--- src/rtl/chan_norm_pkg.sv ---
package chan_norm_pkg;
  localparam int SEL_BASE_SH  = 27;
  localparam int SEL_OFS_SH   = 26;
  localparam int HOLE_OFS_SH  = 23;
  localparam int HOLE_BASE_SH = 24;
  localparam int NODE_ILV_LSB = 12;
  localparam int FOUR_GIB_BIT = 32;

  typedef enum logic [1:0] {OFS_RANGE, OFS_HOLE, OFS_SEL} ofsSel_e;
  typedef enum logic [1:0] {DROP_NONE, DROP_B6, DROP_B9, DROP_B12} dropSel_e;

  typedef struct packed {
    logic     hiRange;
    logic     chan;
    ofsSel_e  ofsSel;
    dropSel_e dropSel;
  } ctrlStrb_t;
endpackage

--- src/rtl/chan_norm_ctrl.sv ---
module chan_norm_ctrl
  import chan_norm_pkg::*;
#(
  parameter int ADDR_W      = 48,
  parameter int SEL_BASE_W  = 21,
  parameter int HOLE_BASE_W = 8
) (
  input  logic [ADDR_W-1:0]      sysAddr,
  input  logic [1:0]             nodeIlvBits,
  input  logic                   holeValid,
  input  logic [HOLE_BASE_W-1:0] holeBase,
  input  logic                   hiRangeEn,
  input  logic                   hiSel,
  input  logic                   ganged,
  input  logic                   ilvEn,
  input  logic [1:0]             ilvMode,
  input  logic [SEL_BASE_W-1:0]  selBase,
  output ctrlStrb_t              strb
);
  logic [ADDR_W-1:0] selBaseAddr;
  logic [ADDR_W-1:0] holeBaseAddr;
  logic [ADDR_W-1:0] nodeShifted;
  logic              above4G;
  logic              hashPar;
  logic              hiSelected;

  assign selBaseAddr  = ADDR_W'(selBase) << SEL_BASE_SH;
  assign holeBaseAddr = ADDR_W'(holeBase) << HOLE_BASE_SH;
  assign nodeShifted  = sysAddr >> (NODE_ILV_LSB + int'(nodeIlvBits));
  assign above4G      = |sysAddr[ADDR_W-1:FOUR_GIB_BIT];
  assign hashPar      = ^sysAddr[20:16];
  assign hiSelected   = hiRangeEn && !ganged && (sysAddr >= selBaseAddr);

  always_comb begin
    strb.hiRange = hiSelected;

    // channel policy, highest priority first
    if (ganged)                          strb.chan = sysAddr[3];
    else if (hiSelected)                 strb.chan = hiSel;
    else if (ilvEn && ilvMode == 2'd0)   strb.chan = sysAddr[6];
    else if (ilvEn && ilvMode[1])        strb.chan = hashPar ^ (ilvMode[0] ? sysAddr[9] : sysAddr[6]);
    else if (ilvEn)                      strb.chan = nodeShifted[0];
    else if (hiRangeEn)                  strb.chan = ~hiSel;
    else                                 strb.chan = 1'b0;

    // offset source
    if (hiSelected)
      strb.ofsSel = ((selBaseAddr < holeBaseAddr) && holeValid && above4G) ? OFS_HOLE : OFS_SEL;
    else
      strb.ofsSel = (holeValid && above4G) ? OFS_HOLE : OFS_RANGE;

    // channel interleave bit removal
    if (ilvEn && !hiSelected && !ganged) begin
      if (!ilvMode[0])           strb.dropSel = DROP_B6;
      else if (ilvMode == 2'd1)  strb.dropSel = DROP_B12;
      else                       strb.dropSel = DROP_B9;
    end else begin
      strb.dropSel = DROP_NONE;
    end
  end
endmodule

--- src/rtl/chan_norm_dpath.sv ---
module chan_norm_dpath
  import chan_norm_pkg::*;
#(
  parameter int ADDR_W     = 48,
  parameter int HOLE_OFS_W = 9,
  parameter int SEL_OFS_W  = 22
) (
  input  logic [ADDR_W-1:0]     sysAddr,
  input  logic [1:0]            nodeIlvBits,
  input  logic [ADDR_W-1:0]     rangeBase,
  input  logic [HOLE_OFS_W-1:0] holeOfs,
  input  logic [SEL_OFS_W-1:0]  selOfs,
  input  ctrlStrb_t             strb,
  output logic [ADDR_W-1:0]     chanAddr,
  output logic                  underflow
);
  localparam logic [ADDR_W-1:0] LOW_KEEP = (ADDR_W'(1) << NODE_ILV_LSB) - ADDR_W'(1);

  function automatic logic [ADDR_W-1:0] dropBit(input logic [ADDR_W-1:0] a, input int pos);
    logic [ADDR_W-1:0] keep;
    keep = (ADDR_W'(1) << pos) - ADDR_W'(1);
    return ((a >> (pos + 1)) << pos) | (a & keep);
  endfunction

  logic [ADDR_W-1:0] holeOfsAddr;
  logic [ADDR_W-1:0] selOfsAddr;
  logic [ADDR_W-1:0] offset;
  logic [ADDR_W-1:0] diff;
  logic [ADDR_W-1:0] nodeRm;
  logic [ADDR_W-1:0] dropCand [3];

  assign holeOfsAddr = ADDR_W'(holeOfs) << HOLE_OFS_SH;
  assign selOfsAddr  = ADDR_W'(selOfs) << SEL_OFS_SH;

  always_comb begin
    case (strb.ofsSel)
      OFS_HOLE: offset = holeOfsAddr;
      OFS_SEL:  offset = selOfsAddr;
      default:  offset = rangeBase;
    endcase
  end

  assign underflow = offset > sysAddr;
  assign diff      = sysAddr - offset;
  assign nodeRm    = ((diff >> (NODE_ILV_LSB + int'(nodeIlvBits))) << NODE_ILV_LSB) | (diff & LOW_KEEP);

  for (genvar g = 0; g < 3; g++) begin : gDrop
    localparam int POS = (g == 0) ? 6 : (g == 1) ? 9 : 12;
    assign dropCand[g] = dropBit(nodeRm, POS);
  end

  always_comb begin
    case (strb.dropSel)
      DROP_B6:  chanAddr = dropCand[0];
      DROP_B9:  chanAddr = dropCand[1];
      DROP_B12: chanAddr = dropCand[2];
      default:  chanAddr = nodeRm;
    endcase
  end
endmodule

--- src/rtl/dram_chan_norm.sv ---
module dram_chan_norm
  import chan_norm_pkg::*;
#(
  parameter  int ADDR_W      = 48,
  parameter  int HOLE_OFS_W  = 9,
  parameter  int HOLE_BASE_W = 8,
  localparam int SEL_BASE_W  = ADDR_W - SEL_BASE_SH,
  localparam int SEL_OFS_W   = ADDR_W - SEL_OFS_SH
) (
  input  logic                   clk,
  input  logic                   rstN,
  input  logic                   inValid,
  input  logic [ADDR_W-1:0]      sysAddr,
  input  logic [1:0]             nodeIlvBits,
  input  logic [ADDR_W-1:0]      rangeBase,
  input  logic                   holeValid,
  input  logic [HOLE_BASE_W-1:0] holeBase,
  input  logic [HOLE_OFS_W-1:0]  holeOfs,
  input  logic                   hiRangeEn,
  input  logic                   hiSel,
  input  logic                   ganged,
  input  logic                   ilvEn,
  input  logic [1:0]             ilvMode,
  input  logic [SEL_BASE_W-1:0]  selBase,
  input  logic [SEL_OFS_W-1:0]   selOfs,
  output logic                   outValid,
  output logic                   chanSel,
  output logic                   hiRange,
  output logic [ADDR_W-1:0]      chanAddr,
  output logic                   underflow
);
  ctrlStrb_t         strb;
  logic [ADDR_W-1:0] nxtAddr;
  logic              nxtUf;

  chan_norm_ctrl #(
    .ADDR_W(ADDR_W), .SEL_BASE_W(SEL_BASE_W), .HOLE_BASE_W(HOLE_BASE_W)
  ) u_ctrl (
    .sysAddr(sysAddr), .nodeIlvBits(nodeIlvBits), .holeValid(holeValid),
    .holeBase(holeBase), .hiRangeEn(hiRangeEn), .hiSel(hiSel), .ganged(ganged),
    .ilvEn(ilvEn), .ilvMode(ilvMode), .selBase(selBase), .strb(strb)
  );

  chan_norm_dpath #(
    .ADDR_W(ADDR_W), .HOLE_OFS_W(HOLE_OFS_W), .SEL_OFS_W(SEL_OFS_W)
  ) u_dpath (
    .sysAddr(sysAddr), .nodeIlvBits(nodeIlvBits), .rangeBase(rangeBase),
    .holeOfs(holeOfs), .selOfs(selOfs), .strb(strb),
    .chanAddr(nxtAddr), .underflow(nxtUf)
  );

  always_ff @(posedge clk or negedge rstN) begin
    if (!rstN) begin
      outValid  <= 1'b0;
      chanSel   <= 1'b0;
      hiRange   <= 1'b0;
      chanAddr  <= '0;
      underflow <= 1'b0;
    end else begin
      outValid <= inValid;
      if (inValid) begin
        chanSel   <= strb.chan;
        hiRange   <= strb.hiRange;
        chanAddr  <= nxtAddr;
        underflow <= nxtUf;
      end
    end
  end
endmodule

--- config.mk ---
export PLATFORM = sky130hd
export DESIGN_NAME = dram_chan_norm
export DESIGN_NICKNAME = d
export VERILOG_FILES = /design/src/rtl/chan_norm_pkg.sv /design/src/rtl/chan_norm_ctrl.sv /design/src/rtl/chan_norm_dpath.sv /design/src/rtl/dram_chan_norm.sv
export SDC_FILE = /design/constraint.sdc
export NUM_CORES = 1
export LEC_CHECK = 0
export BUFFER_PORTS_ARGS = -buffer_cell sky130_fd_sc_hd__buf_2
export CAP_MARGIN = 15
export CORE_MARGIN = 2
export CORE_UTILIZATION = 29
export DETAILED_ROUTE_END_ITERATION = 10
export GPL_ROUTABILITY_DRIVEN = 0
export SYNTH_ARGS = -nofsm -noshare
export SYNTH_HDL_FRONTEND = slang
export SYNTH_SLANG_ARGS = --single-unit
export TNS_END_PERCENT = 5
--- constraint.sdc ---
create_clock -name clk -period 1.15 [get_ports clk]
set_input_delay 0.23 -clock clk [delete_from_list [all_inputs] [get_ports clk]]
set_output_delay 0.23 -clock clk [all_outputs]
set_load 0.02 [all_outputs]
==> impl_metrics.json, run 1 <==
{
  "status": "finished, violations left",
  "violations": "setup timing",
  "yosysWarnings": 0,
  "clk_latency_ps": 300,
  "cts_tree": "built",
  "fp.dieH_um": 167,
  "syn-cell-area_um2": 7690,
  "setup_tns_ps": -164780,
  "placed_cell_area_um2": 11600,
  "hp-class": "input port to flip-flop",
  "fin_skew_ps": 0,
  "synth_top_family_by_area": "compound AO/OA/AOI/OAI gates",
  "finalCriticalPeriod_ps": 4910,
  "synth.area.top_cells": "dfrtp_1 (17%), ha_1 (12%), a21oi_1 (6.4%)",
  "synth-compound-area-share": 0.318,
  "synth_edf_count": 0,
  "synth_mux_area_frac": 0.0740,
  "ys_seq_area_frac": 0.169,
  "ir_worst_vdd_mv": 0.806,
  "antenna_found_initial": 0,
  "ios": 220,
  "synthAdderAreaFrac": 0.126,
  "setup_viol": 51,
  "pre_cts_ws_ps": -4800,
  "cts_root_buf": "clkbuf_16",
  "wl_per_cell_um": 17.7,
  "maxSlewHeadroom": 0.601,
  "routed_wirelength_um": 33700,
  "design_area_um2": 13200,
  "clockBufferDepth": 2,
  "cts_made_buffers": 5,
  "tightest_slew_ps": 592,
  "ant_nets": 0,
  "clk_pin_slew_ps": 70,
  "synthArstFlopShare": 1.00,
  "syn_inst": 1017,
  "fmax_mhz": 204,
  "drive_gt1_frac": 0.506,
  "synth_top_area_cell": "dfrtp_1",
  "fillCellCount": 2459,
  "grt_pass1_vias": 10500,
  "synth_top_area_frac": 0.169,
  "critical_path_class": "input port to flip-flop",
  "startpoint_type": "input port",
  "drv_cap": 0,
  "via_per_inst": 5.30,
  "yosys.area_share.simple": 0.200,
  "core_region_area_um2": 26100,
  "crit_path_end_kind": "flip-flop",
  "synth_cell_type_count": 80,
  "grt_pass1_wl_um": 52800,
  "die_area_um2": 27800,
  "syn-num-nets": 1262,
  "finalNetCount": 1818,
  "ys_ff_latch": 52,
  "io_buffers": 219,
  "synth_xor_xnor_area_share": 0.0490,
  "drc": 0,
  "postLayoutCoreUtil": 0.505,
  "crit_arrival_ps": 5110,
  "power.total_mw": 13.9,
  "worstPathRequired_ps": 1360,
  "rows": 59,
  "fin_ws_ps": -3760,
  "grt_max_degree": 53,
  "htree_levels": 2,
  "die_w_um": 167,
  "grt.overflow.total": 0,
  "slew_viol_final": 0,
  "clock-sinks": 52,
  "syn_to_final_growth_pct": 71.0,
  "first_pass_iters": 5,
  "synth-main-ff-cell": "dfrtp_1",
  "period_share": 4.27,
  "drtIter0Drc": 677,
  "dp_hpwl_um": 26400,
  "hold_viol": 0,
  "powerDensity_nw_per_um2": 1060,
  "synth.avg_cell_area_um2": 7.56,
  "via_count": 10100,
  "p_leak_nw": 6.19,
  "rsz0062_at_grt": "true",
  "track_usage": 0.232,
  "initial_core_util": 0.295,
  "path_max_fanout": 8
}
==> synthesized netlist by cell type (4+ instances only) <==
master,instances
a211oi_1,14
a21o_1,26
a21oi_1,99
a221o_1,9
a22o_1,6
a22oi_1,29
a311oi_1,4
a31oi_1,8
and2_1,11
and3_1,6
and4_1,5
buf_1,6
clkbuf_1,37
dfrtp_1,52
ha_1,76
inv_1,60
mux2_2,11
mux2i_1,31
mux4_2,6
nand2_1,104
nand2b_1,9
nand3_1,23
nand4_1,23
nor2_1,78
nor2b_1,8
nor3_1,21
nor4_1,11
nor4b_1,5
o2111ai_1,4
o211ai_1,13
o21a_1,11
o21ai_0,53
o21ai_1,12
o21bai_1,9
o221ai_1,7
o22ai_1,14
o32ai_1,4
or3_1,5
xnor2_1,29
xor2_1,14
==> flip-flops by register name (all words and copies together), names as in the netlist <==
name       cells
chanAddr      48
chanSel        1
hiRange        1
outValid       1
underflow      1
==> kinds of logic after synthesis <==
group | Yosys count
simple gates | 320
mux | 48
fa+ha+maj | 77
flops | 52
compound gates | 362
buf+inv | 115
xor+xnor | 43
==> critical path, stage by stage <==
cell and delay (ps):
buf_8 80, inv_4 30, ha_4 250, nor4b_4 260, nand4_1 310, o21ai_2 290, a21boi_2 90, a21oi_2 150
o21ai_2 90, or2_4 300, nor2_4 180, buf_6 150, buf_12 130, buf_12 110, a22oi_2 50, ha_1 300
buf_4 110, buf_6 110, a21o_1 150, a21o_1 150, nor2_2 50, o31a_1 300, buf_4 140, o21a_1 160
a211o_1 330, mux2i_1 260, o21ai_1 120, a211oi_2 220
==> layout make-up <==
| cell class | count | area, um2 | share of cell area |
|---|---|---|---|
| well taps | 335 | 419 | 0.0319 |
| clock inverters | 3 | 27.5 | 0.00209 |
| clock buffers | 5 | 125 | 0.00951 |
| repair buffers | 601 | 4150 | 0.316 |
| inverters | 61 | 239 | 0.0182 |
| flip-flops and latches | 52 | 1300 | 0.0989 |
| diodes | 1 | 2.50 | 0.000190 |
| multi-input cells | 852 | 6890 | 0.524 |
==> power breakdown <==
part | leakage (nW) | total (mW) | switching [mW] | internal (mW)
Sequential | 0.615 | 2.58 | 0.288 | 2.29
Clock | 0.0719 | 1.61 | 0.778 | 0.829
Combinational | 5.51 | 9.70 | 5.12 | 4.58
==> routing by layer <==
layer | vias up | GRT usage | routed length [um]
met1 | 4806 | 0.278 | 14000
met3 | 75 | 0.0288 | 1500
met5 | - | 0 | 0
met2 | 318 | 0.423 | 17000
met4 | 0 | 0.0813 | 1230
li1 | 4932 | - | -
==> path summary, 6_finish.rpt <==
path / from / to / slack (ps) / depth (start not counted)
max: sysAddr[27] / chanAddr[43]$_DFFE_PN0P_ / -3760 / 28
min reg2reg: chanAddr[47]$_DFFE_PN0P_ / chanAddr[47]$_DFFE_PN0P_ / 490 / 2
min: inValid / outValid$_DFF_PN0_ / 300 / 2
min in group asynchronous: rstN / chanAddr[35]$_DFFE_PN0P_ / 460 / 3
max in group asynchronous: rstN / chanAddr[19]$_DFFE_PN0P_ / 420 / 3
max reg2reg: chanAddr[39]$_DFFE_PN0P_ / chanAddr[39]$_DFFE_PN0P_ / 160 / 3
==> metrics by stage <==
step | hold slack [ps] | cells
2_1_floorplan | -65.6 | 1017
3_3_place_gp | 245 | 1838
3_5_place_dp | 249 | 1838
4_1_cts | 296 | 1895
5_1_grt | 306 | 1909
6_report | 300 | 1910
==> timing repair <==
action                                 4_1_cts  5_1_grt
cloned                                       2        1
setup endpoints to repair                   51       52
hold buffers                                 1        0
pin swaps                                   87       58
resized for setup                          136       57
setup buffers                               48       14
endpoints found under the hold margin       52        0
==> cells in the final DEF (no fill, tap or decap), types with 23 or more instances in the layout <==
master,count
nor2_1,72
o21ai_0,34
mux2i_1,26
dfrtp_1,52
a21oi_1,66
a21oi_2,28
o21ai_1,24
ha_1,59
xnor2_1,23
nand4_1,23
inv_1,52
buf_4,361
a21o_1,25
nand2_1,94
buf_2,216
Power figures use the tool's default switching activity.
==> run 2, diff against run 1 <==
--- a/config.mk
+++ b/config.mk
@@ -8,9 +8,10 @@
 export BUFFER_PORTS_ARGS = -buffer_cell sky130_fd_sc_hd__buf_2
 export CAP_MARGIN = 15
 export CORE_MARGIN = 2
-export CORE_UTILIZATION = 29
+export CORE_UTILIZATION = 54
 export DETAILED_ROUTE_END_ITERATION = 10
 export GPL_ROUTABILITY_DRIVEN = 0
+export PLACE_DENSITY = 0.82
 export SYNTH_ARGS = -nofsm -noshare
 export SYNTH_HDL_FRONTEND = slang
 export SYNTH_SLANG_ARGS = --single-unit
==> run 2 against run 1 <==
  * The run now fails in global routing (5_1_grt)
  * Synthesized area is the same
  * Synthesized cell count is the same
==> impl_metrics.json, run 2 <==
{
  "die_w_um": 123,
  "initial_core_util": 0.554,
  "yosys.area_share.simple": 0.200,
  "clockBufferDepth": 2,
  "synth-compound-area-share": 0.318,
  "pre_cts_ws_ps": -4260,
  "grt_pass1_wl_um": 73500,
  "rows": 43,
  "error_line": "[ERROR GRT-0116] Global routing finished with congestion. Check the congestion regions in the DRC Viewer.",
  "haltStage": "global routing (5_1_grt)",
  "ys_ff_latch": 52,
  "dp_hpwl_um": 25500,
  "yosysWarnings": 0,
  "grt.overflow.total": 10,
  "syn-cell-area_um2": 7690,
  "io_buffers": 219,
  "ys_seq_area_frac": 0.169,
  "synth_cell_type_count": 80,
  "synthArstFlopShare": 1.00,
  "synth_xor_xnor_area_share": 0.0490,
  "status": "did not finish",
  "grt_max_degree": 34,
  "clock-sinks": 52,
  "track_usage": 0.639,
  "syn-num-nets": 1262,
  "synth_mux_area_frac": 0.0740,
  "synth_top_family_by_area": "compound AO/OA/AOI/OAI gates",
  "grt_pass1_vias": 13600,
  "synth_commonest_cells": "nand2_1 (104), a21oi_1 (99), nor2_1 (78), ha_1 (76), inv_1 (60)",
  "cts_root_buf": "clkbuf_16",
  "syn_inst": 1017,
  "synth_most_common_cell": "nand2_1",
  "cts_made_buffers": 5,
  "synthAdderAreaFrac": 0.126,
  "fp.dieH_um": 123,
  "htree_levels": 2,
  "synth_top_area_frac": 0.169,
  "ios": 220,
  "synth-main-ff-cell": "dfrtp_1",
  "synth.area.top_cells": "dfrtp_1 (17%), ha_1 (12%), a21oi_1 (6.4%)",
  "synth.avg_cell_area_um2": 7.56,
  "synth_top_area_cell": "dfrtp_1",
  "synth_edf_count": 0
}
run 2: cell counts after synthesis:
No cell type changed its count.
run 2: through the flow:
step	area [um2]	TNS [ps]	utilization	instances	hold WS (ps)
4_1_cts	12400	-153600	0.890	1704	353
3_3_place_gp	11300	-180410	0.814	1674	136
3_5_place_dp	11300	-187170	0.814	1674	139
2_1_floorplan	7870	-148240	-	1017	-65.6
run 2: cells by family after synthesis:
kind of cell               after synthesis
xor gates and xnor gates                43
adders and majority gates               77
muxes                                   48
AOI/OAI and AO/OA                      362
buffers and inverters                  115
DFF                                     52
and+or+nand+nor                        320
run 2: per-layer routing:
layer | overflow | GRT usage
met5 | 0 | 0.0833
met4 | 7 | 0.648
met3 | 0 | 0.387
met2 | 2 | 0.862
met1 | 1 | 0.651
run 2: repair_timing:
action,4_1_cts
pin swaps,72
hold buffers,1
resized for setup,148
cloned,3
endpoints found under the hold margin,7
setup endpoints to repair,51
buffers inserted,20
==> run 3, diff against run 2 <==
--- a/config.mk
+++ b/config.mk
@@ -8,10 +8,10 @@
 export BUFFER_PORTS_ARGS = -buffer_cell sky130_fd_sc_hd__buf_2
 export CAP_MARGIN = 15
 export CORE_MARGIN = 2
-export CORE_UTILIZATION = 54
+export CORE_UTILIZATION = 40
 export DETAILED_ROUTE_END_ITERATION = 10
 export GPL_ROUTABILITY_DRIVEN = 0
-export PLACE_DENSITY = 0.82
+export PLACE_DENSITY_LB_ADDON = 0.15
 export SYNTH_ARGS = -nofsm -noshare
 export SYNTH_HDL_FRONTEND = slang
 export SYNTH_SLANG_ARGS = --single-unit
==> run 3 against run 2 <==
  * The flow now finishes, with violations (setup timing)
==> impl_metrics.json, run 3 (same netlist as run 1, synthesis figures left out) <==
{
  "status": "finished, violations left",
  "violations": "setup timing",
  "crit_path_end_kind": "flip-flop",
  "placed_cell_area_um2": 11600,
  "period_share": 4.09,
  "powerDensity_nw_per_um2": 1060,
  "tightest_slew_ps": 448,
  "die_w_um": 143,
  "final_common_cell": "buf_4",
  "clockBufferDepth": 2,
  "fmax_mhz": 213,
  "drc": 0,
  "first_pass_iters": 5,
  "wl_per_cell_um": 17.1,
  "crit_path_frequent_cell": "a221o_1",
  "worstPathRequired_ps": 1340,
  "power.total_mw": 13.6,
  "die_area_um2": 20400,
  "crit_arrival_ps": 4890,
  "critPathBufInv": 3,
  "p_leak_nw": 6.06,
  "maxSlewHeadroom": 0.700,
  "via_count": 9947,
  "ios": 220,
  "path_max_fanout": 7,
  "grt.overflow.total": 0,
  "clock-sinks": 52,
  "initial_core_util": 0.410,
  "grt_max_degree": 36,
  "critical_path_class": "input port to flip-flop",
  "routed_wirelength_um": 30400,
  "clk_latency_ps": 300,
  "cts_made_buffers": 5,
  "rsz0062_at_grt": "true",
  "slowest_stage": "mux4_2",
  "r2r_cells": 3,
  "r2r-start": "chanAddr[39]$_DFFE_PN0P_",
  "cts_root_buf": "clkbuf_16",
  "r2r_setup_slack_ps": 240,
  "setup_tns_ps": -154550,
  "syn_to_final_growth_pct": 65.6,
  "track_usage": 0.295,
  "finalNetCount": 1790,
  "via_per_inst": 5.59,
  "io_buffers": 219,
  "clk_pin_slew_ps": 80,
  "ir_worst_vdd_mv": 0.627,
  "drive_gt1_frac": 0.494,
  "design_area_um2": 12700,
  "setup_viol": 52,
  "path_cells": "buf_4, inv_4, ha_4, and4_1, a221o_1, a21oi_2, a21oi_2, o21ai_2, or2_4, and2_4, buf_6, nand2_4, fa_2, a21o_1, a221o_1, a211oi_4, o21ai_4, a2111oi_4, a311oi_4, mux4_2, a221o_1",
  "fp.dieH_um": 143,
  "dp_hpwl_um": 24600,
  "core_region_area_um2": 18800,
  "grt_pass1_wl_um": 48200,
  "drtIter0Drc": 539,
  "top_register": "chanAddr",
  "hold_viol": 0,
  "htree_levels": 2,
  "timing.rr.end": "chanAddr[39]$_DFFE_PN0P_",
  "cts_tree": "built",
  "grt_pass1_vias": 9884,
  "drv_cap": 0,
  "cp_top_family": "compound AO/OA/AOI/OAI gates",
  "largest_register_ffs": 48,
  "startpoint_type": "input port",
  "max_stage_delay_ps": 500,
  "antennaDiodeCount": 0,
  "finalCriticalPeriod_ps": 4700,
  "antenna_found_initial": 0,
  "fin_skew_ps": 0,
  "slew_viol_final": 0,
  "hp-class": "input port to async pin",
  "final_cell_mix": "buf_4 (336), buf_2 (213), nand2_1 (93)",
  "fin_ws_ps": -3550,
  "ant_nets": 0,
  "rows": 50
}
[run 3: timing repair]
action / CTS / global route
hold endpoints to repair: 5 / 0
buffers inserted: 15 / 5
setup endpoints to repair: 51 / 51
cloned: 3 / 0
gates resized for setup: 138 / 42
hold buffers: 1 / 0
pin swaps: 75 / 34
[run 3: worst register-to-register path: stages, from the launching register on]
cell	delay, ps
dfrtp_1	380
nor2b_1	140
a221oi_2	170
o21ai_1	100
[run 3: cell type report]
type	instances	area [um2]
multi-input combinational	853	6840
fill	1587	6030
timing repair buffer	572	3920
sequential	52	1300
tap	234	293
inverter	61	239
clock buffer	5	125
clock inverter	3	27.5
[run 3: through the flow]
| stage | hold slack, ps | util | instances | worst slack, ps |
|---|---|---|---|---|
| after floorplan | -65.6 | - | 1017 | -3480 |
| after global placement | 107 | 0.616 | 1750 | -4330 |
| after detailed placement | 108 | 0.616 | 1750 | -4400 |
| after CTS | 318 | 0.667 | 1775 | -3530 |
| after global routing | 355 | 0.679 | 1780 | -3680 |
| final | 326 | 0.679 | 1780 | -3550 |
[run 3: how the worst max path moves through the flow]
stage,start,slack (ps),endpoint,cells past startpoint
2_1_floorplan,sysAddr[34],-3480,chanAddr[21]$_DFFE_PN0P_,20
3_5_place_dp,sysAddr[27],-4400,chanAddr[43]$_DFFE_PN0P_,23
3_3_place_gp,sysAddr[27],-4330,chanAddr[43]$_DFFE_PN0P_,23
4_1_cts,selBase[3],-3530,chanAddr[21]$_DFFE_PN0P_,22
6_report,selBase[5],-3550,chanAddr[21]$_DFFE_PN0P_,21
5_1_grt,sysAddr[27],-3680,chanAddr[37]$_DFFE_PN0P_,28
[run 3: routing by layer]
metal / track usage / vias up / routed length, um
li1: - / 4882 / -
met1: 0.366 / 4675 / 12800
met2: 0.531 / 327 / 15300
met3: 0.0335 / 63 / 1420
met4: 0.0933 / 0 / 889
met5: 0 / - / 0
[run 3: power breakdown]
part           leakage, nW  switching [mW]  internal, mW
clock               0.0719           0.786         0.829
sequential           0.615           0.281          2.29
combinational         5.38            4.91          4.46
==> run 4, diff against run 3 <==
--- a/config.mk
+++ b/config.mk
@@ -12,6 +12,7 @@
 export DETAILED_ROUTE_END_ITERATION = 10
 export GPL_ROUTABILITY_DRIVEN = 0
 export PLACE_DENSITY_LB_ADDON = 0.15
+export SKIP_LAST_GASP = 1
 export SYNTH_ARGS = -nofsm -noshare
 export SYNTH_HDL_FRONTEND = slang
 export SYNTH_SLANG_ARGS = --single-unit
==> run 4 against run 3 <==
  * Sequential cell count unchanged
  * Critical path depth increased by 1
  * Clock power about the same
  * Final cell count increased by 0.39%
  * Die area unchanged
  * Power decreased by 1.1%
  * Sequential share of layout area increased by 0.098 points
  * The flow still finishes with violations (setup timing)
  * Utilization decreased by 0.65 points
  * Routed wire length increased by 0.88%
==> impl_metrics.json, run 4 (same netlist as run 1, synthesis figures left out) <==
{
  "status": "finished, violations left",
  "violations": "setup timing",
  "postLayoutCoreUtil": 0.672,
  "whs_ps": 322,
  "p_clk_frac": 0.121,
  "grt_pass1_wl_um": 47900,
  "seq_area_um2": 1300,
  "die_w_um": 143,
  "wl_per_cell_um": 17.1,
  "largest_register_ffs": 48,
  "power.total_mw": 13.4,
  "finalCriticalPeriod_ps": 4730,
  "slowest_stage": "mux4_2",
  "final_common_cell": "buf_4",
  "crit_arrival_ps": 4910,
  "power_frac_seq": 0.191,
  "fin_ws_ps": -3580,
  "die_area_um2": 20400,
  "startpoint_type": "input port",
  "hold_viol": 0,
  "max_stage_delay_ps": 500,
  "clk_latency_ps": 300,
  "grt_pass1_vias": 9847,
  "layoutNonFillerInstCount": 1787,
  "rows": 50,
  "dp.cells": 1750,
  "grt.overflow.total": 0,
  "drtIter0Drc": 693,
  "clockBufferDepth": 2,
  "p_leak_nw": 6.05,
  "period_share": 4.11,
  "drc": 0,
  "maxSlewHeadroom": 0.710,
  "htree_levels": 2,
  "powerDensity_nw_per_um2": 1060,
  "cp_top_family": "compound AO/OA/AOI/OAI gates",
  "drive_gt1_frac": 0.482,
  "dp_hpwl_um": 24600,
  "via_per_inst": 5.62,
  "ios": 220,
  "top_register": "chanAddr",
  "intPower_mw": 7.49,
  "rsz0062_at_grt": "true",
  "setup_viol": 51,
  "cts_made_buffers": 5,
  "drv_cap": 0,
  "cts_tree": "built",
  "path_max_fanout": 7,
  "initial_core_util": 0.410,
  "setup_tns_ps": -159460,
  "routed_wirelength_um": 30600,
  "crit_path_end_kind": "flip-flop",
  "worstPathRequired_ps": 1340,
  "grt_max_degree": 36,
  "critical_path_class": "input port to flip-flop",
  "ant_nets": 0,
  "fillCellCount": 1603,
  "io_buffers": 219,
  "slew_viol_final": 0,
  "final_cell_mix": "buf_4 (341), buf_2 (217), nand2_1 (94)",
  "syn_to_final_growth_pct": 64.0,
  "via_count": 10000,
  "fp.dieH_um": 143,
  "switching_power_mw": 5.92,
  "track_usage": 0.293,
  "combinationalPowerShare": 0.688,
  "core_region_area_um2": 18800,
  "ir_worst_vdd_mv": 0.623,
  "switching_share": 0.442,
  "clk_pin_slew_ps": 80,
  "antennaDiodeCount": 0,
  "tightest_slew_ps": 433,
  "fin_skew_ps": 0,
  "first_pass_iters": 5,
  "multiInputGateArea_um2": 6680,
  "finalNetCount": 1797,
  "path_cells": "buf_2, inv_2, ha_4, a21o_1, a21o_1, a21oi_2, a21boi_2, a21oi_2, o21ai_2, or2_4, and2_4, buf_6, nand2_4, fa_2, a21o_1, a221o_1, a211oi_4, o21ai_4, a2111oi_4, a311oi_4, mux4_2, a221o_1",
  "crit_path_frequent_cell": "a21o_1",
  "antenna_found_initial": 0,
  "fmax_mhz": 212,
  "cts_root_buf": "clkbuf_16",
  "clock-sinks": 52,
  "critPathBufInv": 3,
  "hp-class": "input port to async pin"
}
-- run 4: changes by cell type in the layout (fill, tap and decap cells not counted), sizes merged --
cell  change
buf       +7
-- run 4: final cells by class --
class                           instances  share of cell area
Clock buffer                            5             0.00992
Clock inverter                          3             0.00218
Inverter                               61              0.0187
Multi-Input combinational cell        853               0.530
Sequential cell                        52               0.103
Tap cell                              234              0.0232
Timing Repair Buffer                  579               0.313
-- run 4: power groups by stage --
stage / Combinational (mW) / Sequential [mW] / Clock [mW]
3_5_place_dp: 8.31 / 2.60 / 0
2_1_floorplan: 4.03 / 3.13 / 0
5_1_grt: 9.94 / 2.61 / 1.70
6_report: 9.23 / 2.57 / 1.62
4_1_cts: 8.85 / 2.57 / 1.64
3_3_place_gp: 8.17 / 2.59 / 0
-- run 4: through the flow --
stage,instance area [um2],setup WS [ps]
floorplan,7870,-3480
global placement,11600,-4330
detailed placement,11600,-4400
CTS,12300,-3560
global route,12600,-3740
finish,12600,-3580
-- run 4: final timing paths --
path / startpoint / to / slack (ps) / cells past startpoint
max: selBase[14] / chanAddr[21]$_DFFE_PN0P_ / -3580 / 22
min: rstN / hiRange$_DFFE_PN0P_ / 320 / 2
max reg2reg: chanAddr[39]$_DFFE_PN0P_ / chanAddr[39]$_DFFE_PN0P_ / 200 / 3
min reg2reg: chanAddr[7]$_DFFE_PN0P_ / chanAddr[7]$_DFFE_PN0P_ / 490 / 2
max in group asynchronous: rstN / chanAddr[30]$_DFFE_PN0P_ / 340 / 3
min in group clk: inValid / outValid$_DFF_PN0_ / 350 / 2
-- run 4: timing repair --
| item | CTS | global route |
|---|---|---|
| cloned | 3 | 0 |
| pin swaps | 55 | 40 |
| hold buffers | 1 | 0 |
| setup buffers | 15 | 12 |
| setup endpoints to repair | 51 | 51 |
| resized for setup | 100 | 41 |
| hold endpoints to repair | 5 | 0 |
-- run 4: routing by layer --
layer,track usage,vias up,routed length [um]
met2,0.528,359,15400
met4,0.0969,0,980
met1,0.359,4692,12600
met5,0,-,0
li1,-,4909,-
met3,0.0379,77,1660
